==> config.mk <==
export PLATFORM = sky130hd
export DESIGN_NAME = cal_timekeeper
export DESIGN_NICKNAME = d
export VERILOG_FILES = /design/src/rtl/cal_pkg.sv /design/src/rtl/cal_bcd_counter.sv /design/src/rtl/cal_wr_format.sv /design/src/rtl/cal_view.sv /design/src/rtl/cal_timekeeper.sv
export SDC_FILE = /design/constraint.sdc
export NUM_CORES = 1
export LEC_CHECK = 0
export BUFFER_PORTS_ARGS = -buffer_cell sky130_fd_sc_hd__buf_4
export CAP_MARGIN = 25
export CORE_MARGIN = 5
export CORE_UTILIZATION = 40
export DETAILED_ROUTE_END_ITERATION = 8
export GPL_TIMING_DRIVEN = 0
export PLACE_DENSITY = 0.58
export SYNTH_ARGS = -nofsm -noshare
export SYNTH_HDL_FRONTEND = slang
export SYNTH_SLANG_ARGS = --single-unit
==> constraint.sdc <==
create_clock -name clk -period 6.82 [get_ports clk]
set_clock_uncertainty 0.1 [all_clocks]
set_input_delay 1.364 -clock clk [delete_from_list [all_inputs] [get_ports clk]]
set_output_delay 1.364 -clock clk [all_outputs]
set_load 0.005 [all_outputs]
==> src/rtl/cal_pkg.sv <==
package cal_pkg;

    localparam int FW    = 8;
    localparam int SEL_W = 3;
    localparam int NF    = 7;

    typedef logic [FW-1:0] bcd_t;

    typedef enum logic [SEL_W-1:0] {
        F_SEC   = 3'd0,
        F_MIN   = 3'd1,
        F_HOUR  = 3'd2,
        F_WDAY  = 3'd3,
        F_DATE  = 3'd4,
        F_MON   = 3'd5,
        F_YEAR  = 3'd6,
        F_SPARE = 3'd7
    } field_e;

    // Field order matches the packed array index (year at the top).
    typedef struct packed {
        bcd_t year;
        bcd_t mon;
        bcd_t date;
        bcd_t wday;
        bcd_t hour;
        bcd_t min;
        bcd_t sec;
    } cal_t;

    function automatic logic [6:0] bcd2bin(bcd_t d);
        int v;
        v = int'(d[7:4]) * 10 + int'(d[3:0]);
        return 7'(v);
    endfunction

    function automatic bcd_t bin2bcd(logic [6:0] b);
        int t;
        int o;
        t = int'(b) / 10;
        o = int'(b) % 10;
        return {4'(t), 4'(o)};
    endfunction

    function automatic bcd_t bcd_inc(bcd_t d);
        if (d[3:0] >= 4'd9) return {d[7:4] + 4'd1, 4'd0};
        return {d[7:4], d[3:0] + 4'd1};
    endfunction

    function automatic bcd_t month_days(bcd_t mon, bcd_t yr, int leap_period);
        logic leap;
        leap = ((int'(bcd2bin(yr)) % leap_period) == 0);
        case (mon)
            8'h02:                      return leap ? 8'h29 : 8'h28;
            8'h04, 8'h06, 8'h09, 8'h11: return 8'h30;
            default:                    return 8'h31;
        endcase
    endfunction

    // 12-hour register value -> stored 24-hour BCD
    function automatic bcd_t hour_from_12(bcd_t d);
        logic [6:0] b;
        b = bcd2bin({3'b000, d[4:0]});
        if (d[5]) b = b + 7'd12;
        if (b == 7'd12 || b == 7'd24) b = b - 7'd12;
        return bin2bcd(b);
    endfunction

    // stored 24-hour BCD -> 12-hour register value
    function automatic bcd_t hour_to_12(bcd_t h);
        logic [6:0] b;
        b = bcd2bin(h);
        if (b == 7'd0)  return 8'h12;
        if (b < 7'd12)  return bin2bcd(b);
        if (b == 7'd12) return 8'h32;
        return 8'h20 | bin2bcd(b - 7'd12);
    endfunction

    function automatic bcd_t field_first(int idx);
        if (idx == int'(F_WDAY) || idx == int'(F_DATE) || idx == int'(F_MON))
            return 8'h01;
        return 8'h00;
    endfunction

endpackage

==> src/rtl/cal_bcd_counter.sv <==
module cal_bcd_counter
    import cal_pkg::*;
#(
    parameter bcd_t FIRST = 8'h00
) (
    input  logic clk,
    input  logic rst,
    input  logic adv_i,
    input  logic ld_i,
    input  bcd_t ld_val_i,
    input  bcd_t limit_i,
    output bcd_t val_o,
    output logic carry_o
);

    bcd_t cnt_q;
    logic at_end;

    assign at_end  = (cnt_q >= limit_i);
    assign carry_o = adv_i && at_end;
    assign val_o   = cnt_q;

    always_ff @(posedge clk) begin
        if (rst)
            cnt_q <= FIRST;
        else if (ld_i)
            cnt_q <= ld_val_i;
        else if (adv_i)
            cnt_q <= at_end ? FIRST : bcd_inc(cnt_q);
    end

endmodule

==> src/rtl/cal_wr_format.sv <==
module cal_wr_format
    import cal_pkg::*;
(
    input  bcd_t                   data_i,
    input  logic                   mode12_i,
    output logic [NF-1:0][FW-1:0]  val_o
);

    always_comb begin
        val_o         = '0;
        val_o[F_SEC]  = data_i & 8'h7F;
        val_o[F_MIN]  = data_i & 8'h7F;
        val_o[F_HOUR] = mode12_i ? hour_from_12(data_i) : (data_i & 8'h3F);
        val_o[F_WDAY] = data_i & 8'h07;
        val_o[F_DATE] = data_i & 8'h3F;
        val_o[F_MON]  = data_i & 8'h1F;
        val_o[F_YEAR] = data_i;
    end

endmodule

==> src/rtl/cal_view.sv <==
module cal_view
    import cal_pkg::*;
(
    input  cal_t st_i,
    input  logic mode12_i,
    output cal_t view_o
);

    always_comb begin
        view_o = st_i;
        if (mode12_i) view_o.hour = hour_to_12(st_i.hour);
    end

endmodule

==> src/rtl/cal_timekeeper.sv <==
module cal_timekeeper
    import cal_pkg::*;
#(
    parameter int LEAP_PERIOD = 4
) (
    input  logic             clk,
    input  logic             rst,
    input  logic             tick_i,
    input  logic             wr_en_i,
    input  logic [SEL_W-1:0] wr_sel_i,
    input  logic [FW-1:0]    wr_data_i,
    input  logic             mode12_i,
    output logic [FW-1:0]    sec_o,
    output logic [FW-1:0]    min_o,
    output logic [FW-1:0]    hour_o,
    output logic [FW-1:0]    wday_o,
    output logic [FW-1:0]    date_o,
    output logic [FW-1:0]    month_o,
    output logic [FW-1:0]    year_o
);

    logic [NF-1:0][FW-1:0] ld_val;
    logic [NF-1:0][FW-1:0] limit;
    logic [NF-1:0][FW-1:0] cur;
    logic [NF-1:0]         adv;
    logic [NF-1:0]         carry;
    logic                  day_roll;
    cal_t                  stored;
    cal_t                  shown;

    cal_wr_format u_fmt (
        .data_i   (wr_data_i),
        .mode12_i (mode12_i),
        .val_o    (ld_val)
    );

    // Carry network: time chain, then day fans out to weekday and date.
    assign day_roll   = carry[F_HOUR];
    assign adv[F_SEC]  = tick_i;
    assign adv[F_MIN]  = carry[F_SEC];
    assign adv[F_HOUR] = carry[F_MIN];
    assign adv[F_WDAY] = day_roll;
    assign adv[F_DATE] = day_roll;
    assign adv[F_MON]  = carry[F_DATE];
    assign adv[F_YEAR] = carry[F_MON];

    always_comb begin
        limit[F_SEC]  = 8'h59;
        limit[F_MIN]  = 8'h59;
        limit[F_HOUR] = 8'h23;
        limit[F_WDAY] = 8'h07;
        limit[F_DATE] = month_days(cur[F_MON], cur[F_YEAR], LEAP_PERIOD);
        limit[F_MON]  = 8'h12;
        limit[F_YEAR] = 8'h99;
    end

    for (genvar g = 0; g < NF; g++) begin : g_field
        cal_bcd_counter #(
            .FIRST (field_first(g))
        ) u_cnt (
            .clk      (clk),
            .rst      (rst),
            .adv_i    (adv[g]),
            .ld_i     (wr_en_i && (wr_sel_i == SEL_W'(g))),
            .ld_val_i (ld_val[g]),
            .limit_i  (limit[g]),
            .val_o    (cur[g]),
            .carry_o  (carry[g])
        );
    end

    assign stored = cal_t'(cur);

    cal_view u_view (
        .st_i     (stored),
        .mode12_i (mode12_i),
        .view_o   (shown)
    );

    assign sec_o   = shown.sec;
    assign min_o   = shown.min;
    assign hour_o  = shown.hour;
    assign wday_o  = shown.wday;
    assign date_o  = shown.date;
    assign month_o = shown.mon;
    assign year_o  = shown.year;

endmodule

==> Yosys cells after proc, flatten, opt, wreduce, memory -nomap -nowiden <==
Cells that the tools add are included.
{ "op_classes": {"n_addsub": 20, "mul": 3, "n_div": 6, "order_cmp": 15, "eq_ne": 14, "n_mux": 84, "reduce_logical": 51} }
{ "ops": {"columns": ["cell", "count"], "rows": [
  ["$mux W8", 33],
  ["$div A8 B5 Y32 const B", 3],
  ["$mod A8 B5 Y32 const B", 3],
  ["$add A4 B1 Y4 const B", 14],
  ["$mux W7", 6],
  ["$mux W1", 38],
  ["$logic_not A32 Y1", 1],
  ["$ge A4 B4 Y1 const B", 7],
  ["$reduce_bool A2 Y1", 12],
  ["$reduce_and A2 Y1", 11],
  ["$reduce_bool A3 Y1", 6],
  ["$eq A8 B3 Y1 const B", 2],
  ["$ge A8 B7 Y1 const B", 2],
  ["$add A7 B5 Y7", 2],
  ["$eq A7 B4 Y1 const B", 2],
  ["$sub A7 B4 Y7 const B", 2],
  ["$logic_and A1 B1 Y1", 12],
  ["$mux W6", 2],
  ["$mux W5", 2],
  ["$pmux W5 S2", 1],
  ["$reduce_or A2 Y1", 5],
  ["$eq A3 B3 Y1 const B", 3],
  ["$eq A8 B2 Y1 const B", 1],
  ["$eq A8 B4 Y1 const B", 1],
  ["other kinds (20)", 22]
]} }
{ "totals": {"regBits": 56, "output_inout_bits": 56} }

==> Logic depth before layout (Yosys ltp) <==
{ "depth": {"ltp_word": 15, "ltp_mapped": 24, "mapped_depth_nobuf": 24} }

==> Cells and area by module <==
From an unflattened synthesis, not the netlist that was laid out.
{ "hier_totals": {"hier_cells": 1210, "area_unflattened_um2": 9686.8} }
{ "by_module_without_submodules": {"columns": ["module", "n_inst", "cells_each", "area_per_inst_um2"], "rows": [
  ["cal_bcd_counter (g_field[0].u_cnt ...)", 4, 91, 823.3],
  ["cal_view", 1, 358, 2615.0],
  ["cal_bcd_counter (g_field[3].u_cnt ...)", 3, 100, 807.0],
  ["cal_wr_format", 1, 164, 1219.9],
  ["cal_timekeeper", 1, 24, 137.6]
]} }

==> Least setup slack after synthesis <==
OpenSTA, ideal clock, no wires.
{ "synth_timing": {"path_type": "register to output", "start": "register g_field[2].u_cnt.cnt_q[7]", "end": "output port hour_o[2]", "t_arrival_ns": 5.443, "required_ns": 5.356, "setup_slack_ns": -0.087, "path_stages_with_launch": 24, "n_path_buf": 1, "cell_sequence": "dfxtp_1 ha_1 ha_1 inv_1 fa_1 buf_2 xor2_4 inv_1 ha_1 nor2b_1 xnor2_4 xor2_2 inv_2 ha_1 o31ai_1 a21o_1 a21oi_1 a311o_1 a211o_1 a2bb2oi_1 ha_1 o32ai_1 o21ba_2 o211ai_1"} }
{ "synth_between": {"elab_chain_cells": 11, "elab_cells_between_ends": 23, "cone_classes": "add/sub (2); mul (1); div (2); order compare (1); eq/ne (1); mux (15); reduce/logical (1)"} }
{ "synth_lines": {"columns": ["element", "line_no", "rtl"], "rows": [
  ["start, declared", "cal_bcd_counter.sv:16", "bcd_t cnt_q;"],
  ["start signal, assigned", "cal_bcd_counter.sv:27", "cnt_q <= ld_val_i;"],
  ["start signal, assigned", "cal_bcd_counter.sv:29", "cnt_q <= at_end ? FIRST : bcd_inc(cnt_q);"],
  ["$mul A4 B3 Y6 (*)", "cal_pkg.sv:33", "v = int'(d[7:4]) * 10 + int'(d[3:0]);"],
  ["$add A7 B5 Y7 (*)", "cal_pkg.sv:33", null],
  ["branches (longest 7 deep; another with $mod A8 B5 Y32)", null, null],
  ["$mux W8 (*)", "cal_pkg.sv:74", "if (b < 7'd12) return bin2bcd(b);"],
  ["$mux W8 (*)", "cal_view.sv:11", "if (mode12_i) view_o.hour = hour_to_12(st_i.hour);"],
  ["end, declared", "cal_timekeeper.sv:15", "output logic [FW-1:0] hour_o,"]
]} }
Every way passes the cells marked *. The select of a mux whose other input is x is not followed.

==> Worst setup path after layout <==
Same ends and word-level chain as after synthesis.

==> reports/results.tsv <==
metric	value	unit
outcome	finished, violations left	
failing checks	negative setup slack	
root buffer cell	clkbuf_16	
Initial Util	0.407	
Setup WS post-layout	-53.3	ps
area grow syn2layout	29.6	%
Seq/Total Area, Yosys	0.174	
register bit total from synthesis	56	
Critical Path End Type	primary output	
vias per cell	5.66	
Post-Synthesis Cell Area	6450	um^2
CTS Buffer Depth	2	
CP arrival	5410	ps
Max rail drop VDD	0.0999	mV
Cells after Synth	843	
Synth area leader	dfxtp_1	
layout cells sized above 1	0.306	
CTS tree	built	
cell area after placement	7240	um^2
Ports	72	
Fin. Hold Viols	0	
syn_area_per_cell	7.65	um^2
Async SR Flop Fraction	0	
worst-margin pin slew	886	ps
pin count of the biggest net entering global routing	20	
number of global-route vias before repair	6214	
Synth Flop Type	dfxtp_1	
port bufs	69	
post-route clock period utilization	1.01	
clock-pin slew on the worst setup and hold paths	80	ps
Total Routing Usage GR	0.209	
max reg flops	56	
Final Instance Area	8350	um^2
Worst Setup Path Type	reg -> out	
worst skew pair latency	310	ps
WL/cell	17.1	um
Final ANT Viol Nets	0	
Rel. slew slack	0.405	
Layout Nets	1048	
DRT Pass-1 Iters	5	
CP Launch Type	flip-flop	
Min-Delay Path Class	reg -> reg	
final wirelength	20.2	mm
Pwr Density	99.7	nW/um^2
Fillers	1507	
pre-CTS WS	-959	ps
CTS buffer count	5	
most common cell in the netlist	nor2_1	
dpl hpwl	14.3	mm
n_diodes	0	
Synth top area share	0.174	
Synthesis Warnings	0	
leak pwr	3.44	nW
initial antenna violation count	0	
Max Fanout on Critical Path	5	
first-pass GRT wire length	32.0	mm
gr ovfl total	0	
Post-synth EDFFs	0	
# rows	46	
hold slack	399	ps
WP data required	5360	ps
final setup vio count	1	
Slew Limit Fails	0	
vias	6690	
Max-Cap Viols	0	
core footprint	15800	um^2
RSZ-0062 raised after global routing	true	
Die ar.	18800	um^2
syn nets	927	
clock sinks	56	
residual DRC count	0	
die width	137	um
Synth cell types	91	
top post-synthesis cells by area	dfxtp_1 (17%), ha_1 (13%), buf_4 (5.8%)	
H-tree depth	2	
DR iter-0 viols	527	
Post-synth top cells	nor2_1 (92), ha_1 (66), dfxtp_1 (56)	
clock period minus worst slack	6870	ps
Peak Freq	145	MHz
final core occ	0.528	
Final GP Congestion	0.842	
Die Y	137	um
## power breakdown
group / leakage, nW / switching [mW] / internal [mW]
registers: 0.456 / 0.0108 / 0.332
clock network: 0.0708 / 0.134 / 0.139
logic: 2.92 / 0.122 / 0.0944
total: 3.44 / 0.267 / 0.566
## path summary, 6_finish.rpt
| path | startpoint | end | slack [ps] | cells after the start |
|---|---|---|---|---|
| max | g_field[2].u_cnt.val_o[7]$_SDFFE_PP0P_ | hour_o[2] | -50 | 21 |
| min | g_field[3].u_cnt.val_o[6]$_SDFFE_PP0P_ | g_field[3].u_cnt.val_o[6]$_SDFFE_PP0P_ | 400 | 2 |
| max reg2reg | g_field[5].u_cnt.val_o[0]$_SDFFE_PP1P_ | g_field[6].u_cnt.val_o[6]$_SDFFE_PP0P_ | 1810 | 20 |
| min reg2reg | g_field[3].u_cnt.val_o[6]$_SDFFE_PP0P_ | g_field[3].u_cnt.val_o[6]$_SDFFE_PP0P_ | 400 | 2 |
## cells by family (layout without fill, tap and decap cells)
logic type / after synthesis / in the layout / share of synthesized area
compound gates: 251 / 252 / 0.282
xor+xnor: 25 / 25 / 0.0460
fa+ha+maj: 68 / 68 / 0.134
buf+inv: 133 / 254 / 0.108
flops: 56 / 56 / 0.174
mux: 9 / 9 / 0.0144
simple gates: 301 / 301 / 0.242
## per-stage QoR
stage	cells	TNS, ps	power, mW
global route	1181	-363	0.880
detailed placement	1129	-2990	0.547
global placement	1128	-2860	0.547
CTS	1159	-25.7	0.832
floorplan	843	0	0.485
finish	1181	-53.3	0.833
## repair_timing
| item | 4_1_cts | 5_1_grt |
|---|---|---|
| endpoints found under the setup margin | 4 | 4 |
| pin swaps | 24 | 31 |
| buffers inserted | 24 | 21 |
| gates cloned | 0 | 1 |
| resized for setup | 78 | 45 |
| hold buffers | 0 | 0 |
## routing by layer
layer | share of wire | global-route usage | vias up
met4 | 0.015 | 0.0493 | 0
met2 | 0.46 | 0.336 | 219
li1 | - | - | 3319
met3 | 0.054 | 0.0379 | 27
met1 | 0.47 | 0.290 | 3125
met5 | 0 | 0 | -
## area by class of cell
type | instances | area, um^2 | area share
Inverter | 52 | 203 | 0.0243
Clock inverter | 3 | 25.0 | 0.00300
Multi-Input combinational cell | 655 | 5220 | 0.625
Clock buffer | 5 | 125 | 0.0150
Buffer | 79 | 505 | 0.0605
Sequential cell | 56 | 1130 | 0.136
Tap cell | 216 | 270 | 0.0324
Timing Repair Buffer | 115 | 872 | 0.104
## cells in the final DEF, fill, tap and decap left out, types with 5 or more instances in the layout
| cell | Yosys | final |
|---|---|---|
| and3_1 | 15 | 13 |
| inv_1 | 50 | 45 |
| nor4_1 | 7 | 6 |
| nor3_1 | 28 | 24 |
| a21boi_0 | 8 | 8 |
| o211ai_1 | 9 | 9 |
| a21oi_1 | 49 | 45 |
| nor3b_1 | 5 | 5 |
| ha_4 | 0 | 9 |
| nand3_1 | 31 | 30 |
| clkbuf_1 | 24 | 22 |
| a211oi_1 | 16 | 16 |
| o21ai_2 | 1 | 5 |
| nor2b_1 | 9 | 6 |
| a21o_1 | 11 | 11 |
| ha_1 | 66 | 54 |
| or3_1 | 5 | 5 |
| mux2i_1 | 7 | 7 |
| buf_2 | 6 | 5 |
| nand2b_1 | 12 | 12 |
| nand4_1 | 6 | 6 |
| dfxtp_1 | 56 | 51 |
| xnor2_1 | 16 | 13 |
| o21ai_0 | 42 | 37 |
| nand2_1 | 48 | 48 |
| nor2_1 | 92 | 91 |
| a31oi_1 | 14 | 13 |
| buf_4 | 50 | 162 |
| a22oi_1 | 6 | 5 |
| a221oi_1 | 10 | 10 |
| and2_1 | 7 | 6 |
| or2_2 | 12 | 11 |
| clkbuf_16 | 0 | 5 |
## worst max-delay path, stage by stage, from the launching register on
cell and delay (ps):
dfxtp_4 360, ha_4 260, ha_4 110, inv_2 30
fa_2 570, buf_8 130, xor2_4 170, inv_2 90
ha_4 180, and4bb_4 240, o21ba_4 270, o221ai_4 140
and3_4 220, or4_4 500, and3_4 210, nor4_4 360
and2_4 230, a21oi_4 50, ha_1 290, or3_1 340
o211ai_1 170, buf_4 180
Power figures use the tool's default switching activity.
